`src/rtl/dsr_pkg.sv`:
```
package dsr_pkg;
    localparam int XLEN     = 64;
    localparam int ISS_W    = 24;
    localparam int IDS_BIT  = 24;
    localparam int FLAG_BIT = 31;
    localparam int ENC_W    = 16;
    localparam int LVL_W    = 2;
    localparam int N_COPY   = 3;
    localparam int TGT_W    = 5;

    // one-hot outcome positions
    localparam int T_PHYS = 0;
    localparam int T_V2   = 1;
    localparam int T_V3   = 2;
    localparam int T_RAZ  = 3;
    localparam int T_UND  = 4;

    localparam logic [XLEN-1:0] KEEP_MASK =
        (XLEN'(1) << FLAG_BIT) | (XLEN'(1) << IDS_BIT) | ((XLEN'(1) << ISS_W) - XLEN'(1));

    // op0, op1, CRn, CRm, op2
    localparam logic [ENC_W-1:0] ENC_PHYS = {2'd3, 3'd0, 4'd12, 4'd1, 3'd1};
    localparam logic [ENC_W-1:0] ENC_V3   = {2'd3, 3'd6, 4'd12, 4'd1, 3'd1};

    typedef logic [TGT_W-1:0] tgt_t;
endpackage

```
`src/rtl/dsr_route.sv`:
```
module dsr_route
    import dsr_pkg::*;
(
    input  logic             req_valid,
    input  logic [ENC_W-1:0] req_enc,
    input  logic [LVL_W-1:0] cur_level,
    input  logic             cfg_err_ext,
    input  logic             cfg_dlg_present,
    input  logic             cfg_dlg_en,
    input  logic             cfg_lvl2_en,
    input  logic             cfg_amo,
    input  logic             cfg_dfault,
    input  logic             cfg_hext_en,
    input  logic             cfg_tmea,
    input  logic             cfg_lvl3_ex,
    input  logic             cfg_halted,
    input  logic             cfg_ea,
    output tgt_t             tgt
);
    logic to_lvl2;
    logic zero_route;

    always_comb begin
        to_lvl2    = cfg_lvl2_en && (cfg_amo || (cfg_dfault && cfg_hext_en && cfg_tmea));
        zero_route = cfg_lvl3_ex && !cfg_halted && cfg_ea;
    end

    always_comb begin
        tgt = '0;
        if (req_valid) begin
            if (req_enc == ENC_V3) begin
                if (cfg_dlg_present && cur_level == 2'd3) tgt[T_V3]  = 1'b1;
                else                                      tgt[T_UND] = 1'b1;
            end else if (req_enc == ENC_PHYS) begin
                if (!cfg_err_ext || cur_level == 2'd0)    tgt[T_UND]  = 1'b1;
                else if (cur_level == 2'd3)               tgt[T_PHYS] = 1'b1;
                else if (cur_level == 2'd1 && to_lvl2)    tgt[T_V2]   = 1'b1;
                else if (cfg_dlg_en)                      tgt[T_V3]   = 1'b1;
                else if (zero_route)                      tgt[T_RAZ]  = 1'b1;
                else                                      tgt[T_PHYS] = 1'b1;
            end
        end
    end
endmodule

```
`src/rtl/dsr_bank.sv`:
```
module dsr_bank
    import dsr_pkg::*;
(
    input  logic                        clk,
    input  logic                        rst_n,
    input  logic [N_COPY-1:0]           wr_en,
    input  logic [XLEN-1:0]             wdata,
    input  logic                        cap_en,
    input  logic                        cap_ids,
    input  logic [ISS_W-1:0]            cap_iss,
    output logic [N_COPY-1:0][XLEN-1:0] copy_q
);
    logic [XLEN-1:0] cap_word;

    always_comb begin
        cap_word                = '0;
        cap_word[FLAG_BIT]      = 1'b1;
        cap_word[IDS_BIT]       = cap_ids;
        cap_word[ISS_W-1:0]     = cap_iss;
    end

    for (genvar i = 0; i < N_COPY; i++) begin : g_copy
        if (i == T_V3) begin : g_cap
            always_ff @(posedge clk or negedge rst_n) begin
                if (!rst_n)         copy_q[i] <= '0;
                else if (cap_en)    copy_q[i] <= cap_word;
                else if (wr_en[i])  copy_q[i] <= wdata & KEEP_MASK;
            end
        end else begin : g_plain
            always_ff @(posedge clk or negedge rst_n) begin
                if (!rst_n)         copy_q[i] <= '0;
                else if (wr_en[i])  copy_q[i] <= wdata & KEEP_MASK;
            end
        end

        AST_RESERVED_ZERO: assert property (@(posedge clk) disable iff (!rst_n)
            (copy_q[i] & ~KEEP_MASK) == '0);
    end

    AST_CAPTURE_FLAG: assert property (@(posedge clk) disable iff (!rst_n)
        cap_en |=> copy_q[T_V3][FLAG_BIT]);
    AST_CAPTURE_WINS: assert property (@(posedge clk) disable iff (!rst_n)
        (cap_en && wr_en[T_V3]) |=> copy_q[T_V3][ISS_W-1:0] == $past(cap_iss));
endmodule

```
`src/rtl/dsr_redirect.sv`:
```
module dsr_redirect
    import dsr_pkg::*;
(
    input  logic             clk,
    input  logic             rst_n,
    input  logic             req_valid,
    input  logic             req_write,
    input  logic [15:0]      req_enc,
    input  logic [63:0]      req_wdata,
    input  logic [1:0]       cur_level,
    input  logic             cfg_err_ext,
    input  logic             cfg_dlg_present,
    input  logic             cfg_dlg_en,
    input  logic             cfg_lvl2_en,
    input  logic             cfg_amo,
    input  logic             cfg_dfault,
    input  logic             cfg_hext_en,
    input  logic             cfg_tmea,
    input  logic             cfg_lvl3_ex,
    input  logic             cfg_halted,
    input  logic             cfg_ea,
    input  logic             evt_defer,
    input  logic             evt_ids,
    input  logic [23:0]      evt_iss,
    output logic [63:0]      rsp_rdata,
    output logic             rsp_trap,
    output logic [4:0]       rsp_target
);
    tgt_t                        tgt;
    logic [N_COPY-1:0]           wr_en;
    logic                        cap_en;
    logic [N_COPY-1:0][XLEN-1:0] copy_q;

    dsr_route u_route (
        .req_valid      (req_valid),
        .req_enc        (req_enc),
        .cur_level      (cur_level),
        .cfg_err_ext    (cfg_err_ext),
        .cfg_dlg_present(cfg_dlg_present),
        .cfg_dlg_en     (cfg_dlg_en),
        .cfg_lvl2_en    (cfg_lvl2_en),
        .cfg_amo        (cfg_amo),
        .cfg_dfault     (cfg_dfault),
        .cfg_hext_en    (cfg_hext_en),
        .cfg_tmea       (cfg_tmea),
        .cfg_lvl3_ex    (cfg_lvl3_ex),
        .cfg_halted     (cfg_halted),
        .cfg_ea         (cfg_ea),
        .tgt            (tgt)
    );

    always_comb begin
        cap_en = evt_defer && cfg_dlg_en && (cur_level != 2'd3);
        for (int i = 0; i < N_COPY; i++) begin
            wr_en[i] = req_valid && req_write && tgt[i];
        end
    end

    dsr_bank u_bank (
        .clk    (clk),
        .rst_n  (rst_n),
        .wr_en  (wr_en),
        .wdata  (req_wdata),
        .cap_en (cap_en),
        .cap_ids(evt_ids),
        .cap_iss(evt_iss),
        .copy_q (copy_q)
    );

    always_comb begin
        rsp_rdata = '0;
        for (int i = 0; i < N_COPY; i++) begin
            if (tgt[i]) rsp_rdata = copy_q[i];
        end
        rsp_trap   = tgt[T_UND];
        rsp_target = tgt;
    end

    AST_TARGET_ONEHOT: assert property (@(posedge clk) disable iff (!rst_n)
        $onehot0(rsp_target));
    AST_IDLE_QUIET: assert property (@(posedge clk) disable iff (!rst_n)
        !req_valid |-> (rsp_target == '0 && rsp_rdata == '0));
    AST_OTHER_ENC_QUIET: assert property (@(posedge clk) disable iff (!rst_n)
        (req_enc != ENC_PHYS && req_enc != ENC_V3) |-> (rsp_target == '0 && !rsp_trap));
    AST_V3_LOWER_TRAP: assert property (@(posedge clk) disable iff (!rst_n)
        (req_valid && req_enc == ENC_V3 && cur_level != 2'd3) |-> rsp_trap);
    AST_LEVEL0_TRAP: assert property (@(posedge clk) disable iff (!rst_n)
        (req_valid && req_enc == ENC_PHYS && cur_level == 2'd0) |-> rsp_trap);
    AST_LEVEL3_PHYS: assert property (@(posedge clk) disable iff (!rst_n)
        (req_valid && req_enc == ENC_PHYS && cur_level == 2'd3 && cfg_err_ext)
            |-> rsp_target[T_PHYS]);
    AST_RAZ_HOLD: assert property (@(posedge clk) disable iff (!rst_n)
        (req_valid && req_write && rsp_target[T_RAZ] && !cap_en) |=> copy_q == $past(copy_q));
endmodule

```
`config.mk`:
```
export PLATFORM = sky130hd
export DESIGN_NAME = dsr_redirect
export DESIGN_NICKNAME = d
export VERILOG_FILES = /design/src/rtl/dsr_pkg.sv /design/src/rtl/dsr_route.sv /design/src/rtl/dsr_bank.sv /design/src/rtl/dsr_redirect.sv
export SDC_FILE = /design/constraint.sdc
export NUM_CORES = 1
export LEC_CHECK = 0
export ABC_AREA = 1
export BUFFER_PORTS_ARGS = -buffer_cell sky130_fd_sc_hd__buf_2
export CELL_PAD_IN_SITES_DETAIL_PLACEMENT = 1
export CELL_PAD_IN_SITES_GLOBAL_PLACEMENT = 1
export CORE_UTILIZATION = 33
export CTS_CLUSTER_SIZE = 40
export DETAILED_ROUTE_END_ITERATION = 8
export GPL_ROUTABILITY_DRIVEN = 1
export MAX_ROUTING_LAYER = met4
export PLACE_DENSITY = 0.91
export SLEW_MARGIN = 0
export SYNTH_ARGS = -nofsm -noshare
export SYNTH_HDL_FRONTEND = slang
export SYNTH_SLANG_ARGS = --single-unit
```
`constraint.sdc`:
```
create_clock -name clk -period 1.3 [get_ports clk]
set_input_delay 0.065 -clock clk [delete_from_list [all_inputs] [get_ports clk]]
set_output_delay 0.065 -clock clk [all_outputs]
set_load 0.005 [all_outputs]
```
==> out/results.ini, run 1 <==
[setup_path]
crit_type=in -> out
cp_slowest_stage_delay_ns=0.24
crit_end=rsp_rdata[16]
crit_path_end_kind=primary output
crit_path_top_delay_cell=nor2_4
worstSetupStartpoint=req_enc[6]
required_ns=1.24
r2r_setup_slack_ns=0.52
r2r_cells=2
crit_buf_inv=5
crit_family=simple AND/OR/NAND/NOR gates
cp-start-kind=primary input
timing.rr.start=u_bank.copy_q[95]$_DFFE_PN0P_
path_cells=buf_2 > nor2_2 > nand2_2 > nor2_4 > nand2_4 > buf_6 > nor2_4 > clkbuf_16 > nand3_1 > nand3_1 > nand2_1 > inv_1 > buf_2
crit_fanout=10
critPathArrivalTime_ns=1.68
r2r_end=u_bank.copy_q[95]$_DFFE_PN0P_
crit_cells=13

[layout]
multi_input_area_sq_um=2440
nets=966
nFillCells=1744
final_cells=1026
largest_register=u_bank.copy_q
syn2layout_area_growth_pct=46.3
reg.largest.list=u_bank.copy_q: 78 flops
layout-drive-gt1-share=0.318
largest_reg_flops=78
register_area_sq_um=1950

[clocking]
h-tree-depth=3
cts_root_buf=clkbuf_16
clock-sinks=78
cts_buffer_depth=2
clock_latency_ns=0.34
cts_tree=built
clk_pin_slew_ns=0.06
cts_buffers=9

[power_and_ir_drop]
internal_power_uw=4310
power.total_uw=5830
seqPwrFrac=0.452
ir_drop_mv=0.460
leakage_uw=0.00379
p_clk_frac=0.399
p_per_area_nw_per_um2=848
pwr-share-comb=0.149
sw_frac_of_total=0.261
p_sw_uw=1520

[floorplan]
dieArea_sq_um=14700
core_sq_um=13900
die_x_microns=121
rows=43
io_pins=193
die_y_microns=121
start_util=0.339

[sta]
drv_slew=0
min_period_over_period=1.34
fmax_ghz=0.573
setup_tns_ns=-13.91
period_needed_ns=1.75
setup_violations=88
rsz0062_at_grt=yes
finalHoldViolations=0
fin_skew_ns=0
timing.final.ws_setup_ns=-0.446

[route]
ant_nets=0
detail_route.wl_per_cell_microns=18.4
drt-total-wl_microns=18900
drc_errors=0
first_pass_iters=4
via_count=5177
via_per_inst=5.05
drt_iter0_markers=288

[yosys]
synth_flop_cell=dfrtp_1
synth_area_leaders=dfrtp_1, nand2_1, nand3_1
synthDistinctLibCells=26
synth_warnings=0
synthTopCellsByCount=nand2_1, nand3_1, dfrtp_1
ys_seq_area_frac=0.415
synth_top_cell_by_area=dfrtp_1
synth.avg_cell_area_sq_um=7.00
yosysMostFrequentCell=nand2_1
ys_seq_elements=78
synthArstFlopShare=1.00
syn_area_sq_um=4710
synth_cells=672
yosysTopAreaCellShare=0.415
synth_edf_count=0

[global_route]
overflow=0
grt_pass1_wl_microns=25200
antenna_found_initial=1
grt_pass1_vias=5188
grt_util_all_layers=0.228
grt_max_degree=40

[hold_path]
hold_path_class=in -> reg

[flow_run]
drv_cap=0

[placed_design]
dp.cells=973
place_congestion=0.808
io_buffers=116
dp.final_hpwl_microns=11100

[status]
status=finished, violations left
violations=setup timing

per-stage QoR:
stage | area, sq um | worst slack (ns) | hold slack (ns) | utilization
after CTS | 6380 | -0.243 | 0.0698 | 0.459
after detailed placement | 5680 | -0.353 | -0.0556 | 0.409
final | 6880 | -0.446 | 0.0830 | 0.496
after global routing | 6880 | -0.484 | 0.110 | 0.496
after floorplan | 4840 | 0.0310 | -0.231 | -
after global placement | 5680 | -0.306 | -0.0555 | 0.409
tightest hold or removal path: stages:
cell,delay (ns)
buf_2,0.07
nor2_1,0.03
a21oi_1,0.11
nand2_1,0.06
nand2_1,0.05
cell usage in the layout, fill, tap and decap left out, types with 2 or more instances in the layout:
master / n
nand3_4: 2
buf_4: 27
clkinv_2: 2
o21ai_0: 20
nand2_4: 3
nor2_4: 9
conb_1: 38
nand3b_1: 21
clkbuf_8: 2
buf_2: 100
o21ai_2: 7
buf_6: 27
nor3_2: 2
nand4_1: 2
dfrtp_1: 78
nand3_1: 83
inv_1: 67
nand3_2: 9
nor2_2: 5
a21oi_1: 25
inv_2: 5
clkbuf_16: 16
dlygate4sd3_1: 27
buf_12: 13
inv_4: 2
o21ai_1: 25
nand2_1: 144
nand2_2: 34
nor2_1: 45
area by class of cell:
cell class | count | area share
clock inverters | 2 | 0.00145
diodes | 1 | 0.000364
clock buffers | 11 | 0.0367
multi-input cells | 479 | 0.355
well taps | 180 | 0.0327
inverters | 74 | 0.0411
repair buffers | 201 | 0.249
flip-flops and latches | 78 | 0.284
timing repair:
item / 4_1_cts / 5_1_grt
setup endpoints to repair: 31 / 71
pin swaps: 8 / 17
hold buffers: 27 / 0
gates cloned: 0 / 8
buffers inserted: 4 / 2
gates resized for setup: 38 / 79
endpoints found under the hold margin: 106 / 0
cells by family after synthesis:
group	count (synthesis)	synth area share
simple gates	362	0.338
buf+inv	152	0.161
compound gates	79	0.0854
flops	78	0.415
other cells	1	0.000797
worst min path at each step:
stage / start / to / depth (start not counted)
6_report: evt_iss[19] / u_bank.copy_q[147]$_DFFE_PN0P_ / 5
5_1_grt: evt_iss[12] / u_bank.copy_q[140]$_DFFE_PN0P_ / 5
4_1_cts: evt_iss[1] / u_bank.copy_q[129]$_DFFE_PN0P_ / 5
3_5_place_dp: rst_n / u_bank.copy_q[17]$_DFFE_PN0P_ / 1
3_3_place_gp: rst_n / u_bank.copy_q[17]$_DFFE_PN0P_ / 1
2_1_floorplan: rst_n / u_bank.copy_q[0]$_DFFE_PN0P_ / 0
power by group through the flow:
stage / Sequential [uW] / Clock, uW / Combinational (uW)
after global routing: 2650 / 2430 / 954
final: 2630 / 2330 / 871
after detailed placement: 2670 / 0 / 722
after floorplan: 2650 / 0 / 444
after CTS: 2630 / 2360 / 809
after global placement: 2660 / 0 / 698
per-layer routing:
metal / part of all wire / GRT usage / up-vias
met4: 0.030 / 0.0694 / 0
li1: - / - / 2383
met3: 0.052 / 0.0348 / 42
met5: 0 / - / -
met2: 0.53 / 0.408 / 199
met1: 0.38 / 0.259 / 2553
No activity file was read; power rests on OpenSTA's default activity.
==> run 2: changes to the inputs <==
--- a/config.mk
+++ b/config.mk
@@ -9,12 +9,13 @@
 export BUFFER_PORTS_ARGS = -buffer_cell sky130_fd_sc_hd__buf_2
 export CELL_PAD_IN_SITES_DETAIL_PLACEMENT = 1
 export CELL_PAD_IN_SITES_GLOBAL_PLACEMENT = 1
-export CORE_UTILIZATION = 33
-export CTS_CLUSTER_SIZE = 40
+export CORE_MARGIN = 2
+export CORE_UTILIZATION = 30
+export CTS_CLUSTER_SIZE = 12
 export DETAILED_ROUTE_END_ITERATION = 8
 export GPL_ROUTABILITY_DRIVEN = 1
 export MAX_ROUTING_LAYER = met4
-export PLACE_DENSITY = 0.91
+export PLACE_DENSITY = 0.88
 export SLEW_MARGIN = 0
 export SYNTH_ARGS = -nofsm -noshare
 export SYNTH_HDL_FRONTEND = slang
==> constraint.sdc (replaced) <==
create_clock -name clk -period 1.5 [get_ports clk]
set_input_delay 0.075 -clock clk [delete_from_list [all_inputs] [get_ports clk]]
set_output_delay 0.075 -clock clk [all_outputs]
set_load 0.005 [all_outputs]
==> run 2 against run 1 <==
Net effect: the flow still finishes with violations (setup timing); power down 10%; clock power decreased by 3%; worst setup slack better by 0.28 ns; non-clock buffer count fell by 6; cell count up 2.7%; sequential share of layout area grew 0.42 points; worst hold slack worse by 0.0084 ns; global-route usage down 1.3 points; critical path depth stayed put; first-iteration DRC count decreased by 4.9%; largest power group unchanged; highest routed layer unchanged.
==> out/results.ini, run 2 (synthesis results as in run 1) <==
[sta]
rsz0062_at_grt=yes
finalHoldViolations=0
period_needed_ns=1.67
min_period_over_period=1.11
whs_ns=0.0745
drv_slew=0
timing.final.ws_setup_ns=-0.171
setup_violations=26
fmax_ghz=0.598
fin_skew_ns=0

[clocking]
clock-sinks=78
clk_pin_slew_ns=0.06
cts_buffer_depth=2
cts_tree=built
h-tree-depth=3
clock_latency_ns=0.35
cts_root_buf=clkbuf_16
cts_buffers=9

[power_and_ir_drop]
leakage_uw=0.00380
seqPwrFrac=0.434
power.total_uw=5240
p_per_area_nw_per_um2=773
p_clk_frac=0.433
internal_power_uw=3900
pwr-share-comb=0.133
sw_frac_of_total=0.257
ir_drop_mv=0.562
p_sw_uw=1340

[global_route]
grt_util_all_layers=0.215
overflow=0
grt_max_degree=39
grt_pass1_vias=5285
grt_pass1_wl_microns=26800
antenna_found_initial=0

[setup_path]
cpMostUsedCell=nor2_4
crit_fanout=10
crit_family=simple AND/OR/NAND/NOR gates
crit_path_top_delay_cell=nor2_4
required_ns=1.42
r2r_setup_slack_ns=0.80
cp-start-kind=primary input
crit_buf_inv=5
r2r_cells=2
timing.rr.start=u_bank.copy_q[68]$_DFFE_PN0P_
critPathArrivalTime_ns=1.60
crit_type=in -> out
cp_slowest_stage_delay_ns=0.23
path_cells=buf_6 > nor2_2 > nand2_2 > nor2_4 > buf_12 > nand2_8 > nor2_4 > clkbuf_16 > nand3_1 > nand3_2 > nand2_1 > inv_1 > buf_2
crit_path_end_kind=primary output
r2r_end=u_bank.copy_q[68]$_DFFE_PN0P_

[layout]
diodes=0
final_cells=1054
layout-drive-gt1-share=0.299
nFillCells=1948
reg.largest.list=u_bank.copy_q: 78 flops
fin_area_sq_um=6780
largest_register=u_bank.copy_q
largest_reg_flops=78
nets=961
most-common-layout-cells=nand2_1, buf_2, dfrtp_1
utilization=0.444
syn2layout_area_growth_pct=44.1
final_common_cell=nand2_1

[floorplan]
rows=45
core_sq_um=15300
die_y_microns=129
io_pins=193
start_util=0.308
dieArea_sq_um=16700
die_x_microns=129

[flow_run]
drv_cap=0

[status]
status=finished, violations left
violations=setup timing

[hold_path]
hold_depth=5
hp-start=evt_iss[19]
whs_endpoint=u_bank.copy_q[147]$_DFFE_PN0P_
hold_path_class=in -> reg

[placed_design]
place_congestion=0.773
io_buffers=116
dp.cells=1001
dp.final_hpwl_microns=11300
placed_area_sq_um=5670

[route]
drt_iter0_markers=274
drt-total-wl_microns=17100
via_count=4910
first_pass_iters=4
via_per_inst=4.66
drc_errors=0
ant_nets=0
detail_route.wl_per_cell_microns=16.2

run 2: power groups by stage:
| stage | Clock [uW] | Combinational, uW | Sequential (uW) |
|---|---|---|---|
| 6_report | 2270 | 699 | 2270 |
| 4_1_cts | 2310 | 673 | 2270 |
| 3_3_place_gp | 0 | 586 | 2300 |
| 3_5_place_dp | 0 | 604 | 2310 |
| 5_1_grt | 2410 | 786 | 2290 |
| 2_1_floorplan | 0 | 385 | 2290 |
run 2: worst max-delay path by stage:
stage	cells after the start	slack (ns)	from	to
floorplan	9	0.22	req_enc[1]	u_bank.copy_q[159]$_DFFE_PN0P_
global placement	13	-0.11	req_enc[1]	rsp_rdata[4]
detailed placement	11	-0.15	req_enc[5]	u_bank.copy_q[6]$_DFFE_PN0P_
CTS	13	-0.03	req_enc[4]	rsp_rdata[8]
global route	13	-0.24	req_enc[11]	rsp_rdata[17]
finish	13	-0.17	req_enc[11]	rsp_rdata[17]
run 2: worst min-delay path, cell delays in order:
cell and delay [ns]:
buf_2 0.07, nor2_1 0.03, a21oi_1 0.10, nand2_1 0.06
nand2_1 0.05
run 2: layer usage:
layer  track usage  share of wire
met1         0.249           0.42
met2         0.381           0.52
met3        0.0429          0.044
met4        0.0537          0.017
met5             -              0
run 2: what timing repair did:
item | CTS | global route
endpoints found under the hold margin | 58 | 0
gates resized for setup | 51 | 47
setup endpoints to repair | 29 | 76
hold buffers | 27 | 0
gates cloned | 1 | 4
buffers inserted | 3 | 2
pin swaps | 18 | 20
run 2: layout make-up:
type / count / area, sq um / share of cell area
Timing Repair Buffer: 195 / 1550 / 0.229
Clock inverter: 4 / 45.0 / 0.00664
Clock buffer: 12 / 256 / 0.0378
Inverter: 74 / 280 / 0.0413
Multi-Input combinational cell: 480 / 2430 / 0.358
Sequential cell: 78 / 1950 / 0.288
Tap cell: 211 / 264 / 0.0389
run 2: per-stage QoR:
| stage | setup TNS [ns] | setup WS (ns) |
|---|---|---|
| after floorplan | 0 | 0.221 |
| after global placement | -6.42 | -0.105 |
| after detailed placement | -9.75 | -0.147 |
| after CTS | -0.288 | -0.0349 |
| after global routing | -5.00 | -0.242 |
| final | -2.79 | -0.171 |
==> run 3: changes to the inputs <==
--- a/config.mk
+++ b/config.mk
@@ -14,7 +14,6 @@
 export CTS_CLUSTER_SIZE = 12
 export DETAILED_ROUTE_END_ITERATION = 8
 export GPL_ROUTABILITY_DRIVEN = 1
-export MAX_ROUTING_LAYER = met4
 export PLACE_DENSITY = 0.88
 export SLEW_MARGIN = 0
 export SYNTH_ARGS = -nofsm -noshare
==> run 3 against run 2 <==
Net effect: count of clock-buffer cells in the layout did not move; the run still ends with setup timing left; register-to-register slack barely moved; clock skew did not move; clock power barely moved; cell area barely moved; utilization barely moved; worst setup slack got worse by 0.0016 ns.
==> out/results.ini, run 3 (synthesis results as in run 1) <==
[global_route]
grt_pass1_vias=5287
grt_max_degree=39
grt_pass1_wl_microns=26800
antenna_found_initial=0
grt_util_all_layers=0.208
overflow=0

[route]
first_pass_iters=4
drt_iter0_markers=279
drt-total-wl_microns=17000
ant_nets=0
drc_errors=0
via_count=4934
via_per_inst=4.68
detail_route.wl_per_cell_microns=16.2

[power_and_ir_drop]
p_per_area_nw_per_um2=771
ir_drop_mv=0.562
leakage_uw=0.00381

[setup_path]
timing.rr.start=u_bank.copy_q[88]$_DFFE_PN0P_
cp-start-kind=primary input
crit_type=in -> out
cpMostUsedCell=nor2_4
r2r_end=u_bank.copy_q[88]$_DFFE_PN0P_
crit_family=simple AND/OR/NAND/NOR gates
crit_buf_inv=5
r2r_cells=2
required_ns=1.42
crit_path_top_delay_cell=nor2_4
path_cells=buf_6 > nor2_2 > nand2_2 > nor2_4 > buf_12 > nand2_8 > nor2_4 > clkbuf_16 > nand3_1 > nand3_2 > nand2_1 > inv_1 > buf_2
r2r_setup_slack_ns=0.80
critPathArrivalTime_ns=1.60
cp_slowest_stage_delay_ns=0.23
crit_path_end_kind=primary output
crit_fanout=10

[layout]
final_cells=1054
final_common_cell=nand2_1
layout-drive-gt1-share=0.300
diodes=0
fin_area_sq_um=6790
syn2layout_area_growth_pct=44.2
nets=961
nFillCells=1950
largest_register=u_bank.copy_q
most-common-layout-cells=nand2_1, buf_2, dfrtp_1
reg.largest.list=u_bank.copy_q: 78 flops
largest_reg_flops=78

[status]
violations=setup timing
status=finished, violations left

[clocking]
cts_tree=built
clock-sinks=78
clk_pin_slew_ns=0.06
cts_buffer_depth=2
cts_buffers=9
cts_root_buf=clkbuf_16
h-tree-depth=3
clock_latency_ns=0.35

[hold_path]
hold_depth=5
whs_endpoint=u_bank.copy_q[147]$_DFFE_PN0P_
hold_path_class=in -> reg
hp-start=evt_iss[19]

[sta]
period_needed_ns=1.67
drv_slew=0
timing.final.ws_setup_ns=-0.173
setup_violations=26
fmax_ghz=0.598
finalHoldViolations=0
min_period_over_period=1.12
whs_ns=0.0775
setup_tns_ns=-2.73
rsz0062_at_grt=yes
fin_skew_ns=0

[placed_design]
io_buffers=116
place_congestion=0.763
post-place-ws_ns=-0.147
placed_area_sq_um=5670
dp.cells=1001
dp.final_hpwl_microns=11300

[floorplan]
io_pins=193
die_y_microns=129
die_x_microns=129
start_util=0.308
dieArea_sq_um=16700
core_sq_um=15300
rows=45

[flow_run]
drv_cap=0

[run 3: cell counts in the layout (fill, tap and decap cells not counted)]
Identical to the previous run, type by type.
[run 3: worst register-to-register path: cells and delay by family (launching register included)]
family,cells,cell delay [ns]
flip-flops,1,0.39
AND/OR/NAND/NOR,1,0.09
AO/OA/AOI/OAI,1,0.10
[run 3: routing by layer]
layer	global-route usage	wire length (microns)
met1	0.249	7180
met2	0.380	8810
met3	0.0438	779
met4	0.0537	282
met5	0	0
[run 3: per-stage QoR]
step            util  power, uW
2_1_floorplan      -       2680
5_1_grt        0.445       5480
3_3_place_gp   0.371       2890
3_5_place_dp   0.371       2920
4_1_cts        0.425       5260
6_report       0.445       5230
[run 3: what timing repair did]
item,CTS,global route
gates resized for setup,51,48
hold buffers,27,0
endpoints found under the setup margin,29,76
endpoints found under the hold margin,58,0
cloned,1,4
pin swaps,18,20
setup buffers,3,2
[run 3: worst max-delay path by stage]
| stage | start | endpoint | slack [ns] | cells after the start |
|---|---|---|---|---|
| 3_5_place_dp | req_enc[5] | u_bank.copy_q[6]$_DFFE_PN0P_ | -0.15 | 11 |
| 5_1_grt | req_enc[11] | rsp_rdata[17] | -0.24 | 13 |
| 2_1_floorplan | req_enc[1] | u_bank.copy_q[159]$_DFFE_PN0P_ | 0.22 | 9 |
| 4_1_cts | req_enc[4] | rsp_rdata[8] | -0.03 | 13 |
| 6_report | req_enc[11] | rsp_rdata[17] | -0.17 | 13 |
| 3_3_place_gp | req_enc[1] | rsp_rdata[4] | -0.11 | 13 |
[run 3: power by group]
group          switching (uW)  internal (uW)  total (uW)
registers                55.4           2220        2270
logic                     390            306         697
clock network             889           1370        2260
total                    1330           3900        5230
[run 3: final cells by class]
type | instances | area, sq um | area share
tap | 211 | 264 | 0.0389
timing repair buffer | 195 | 1550 | 0.229
clock inverter | 4 | 45.0 | 0.00664
multi-input combinational | 480 | 2440 | 0.359
sequential | 78 | 1950 | 0.288
inverter | 74 | 280 | 0.0413
clock buffer | 12 | 256 | 0.0378
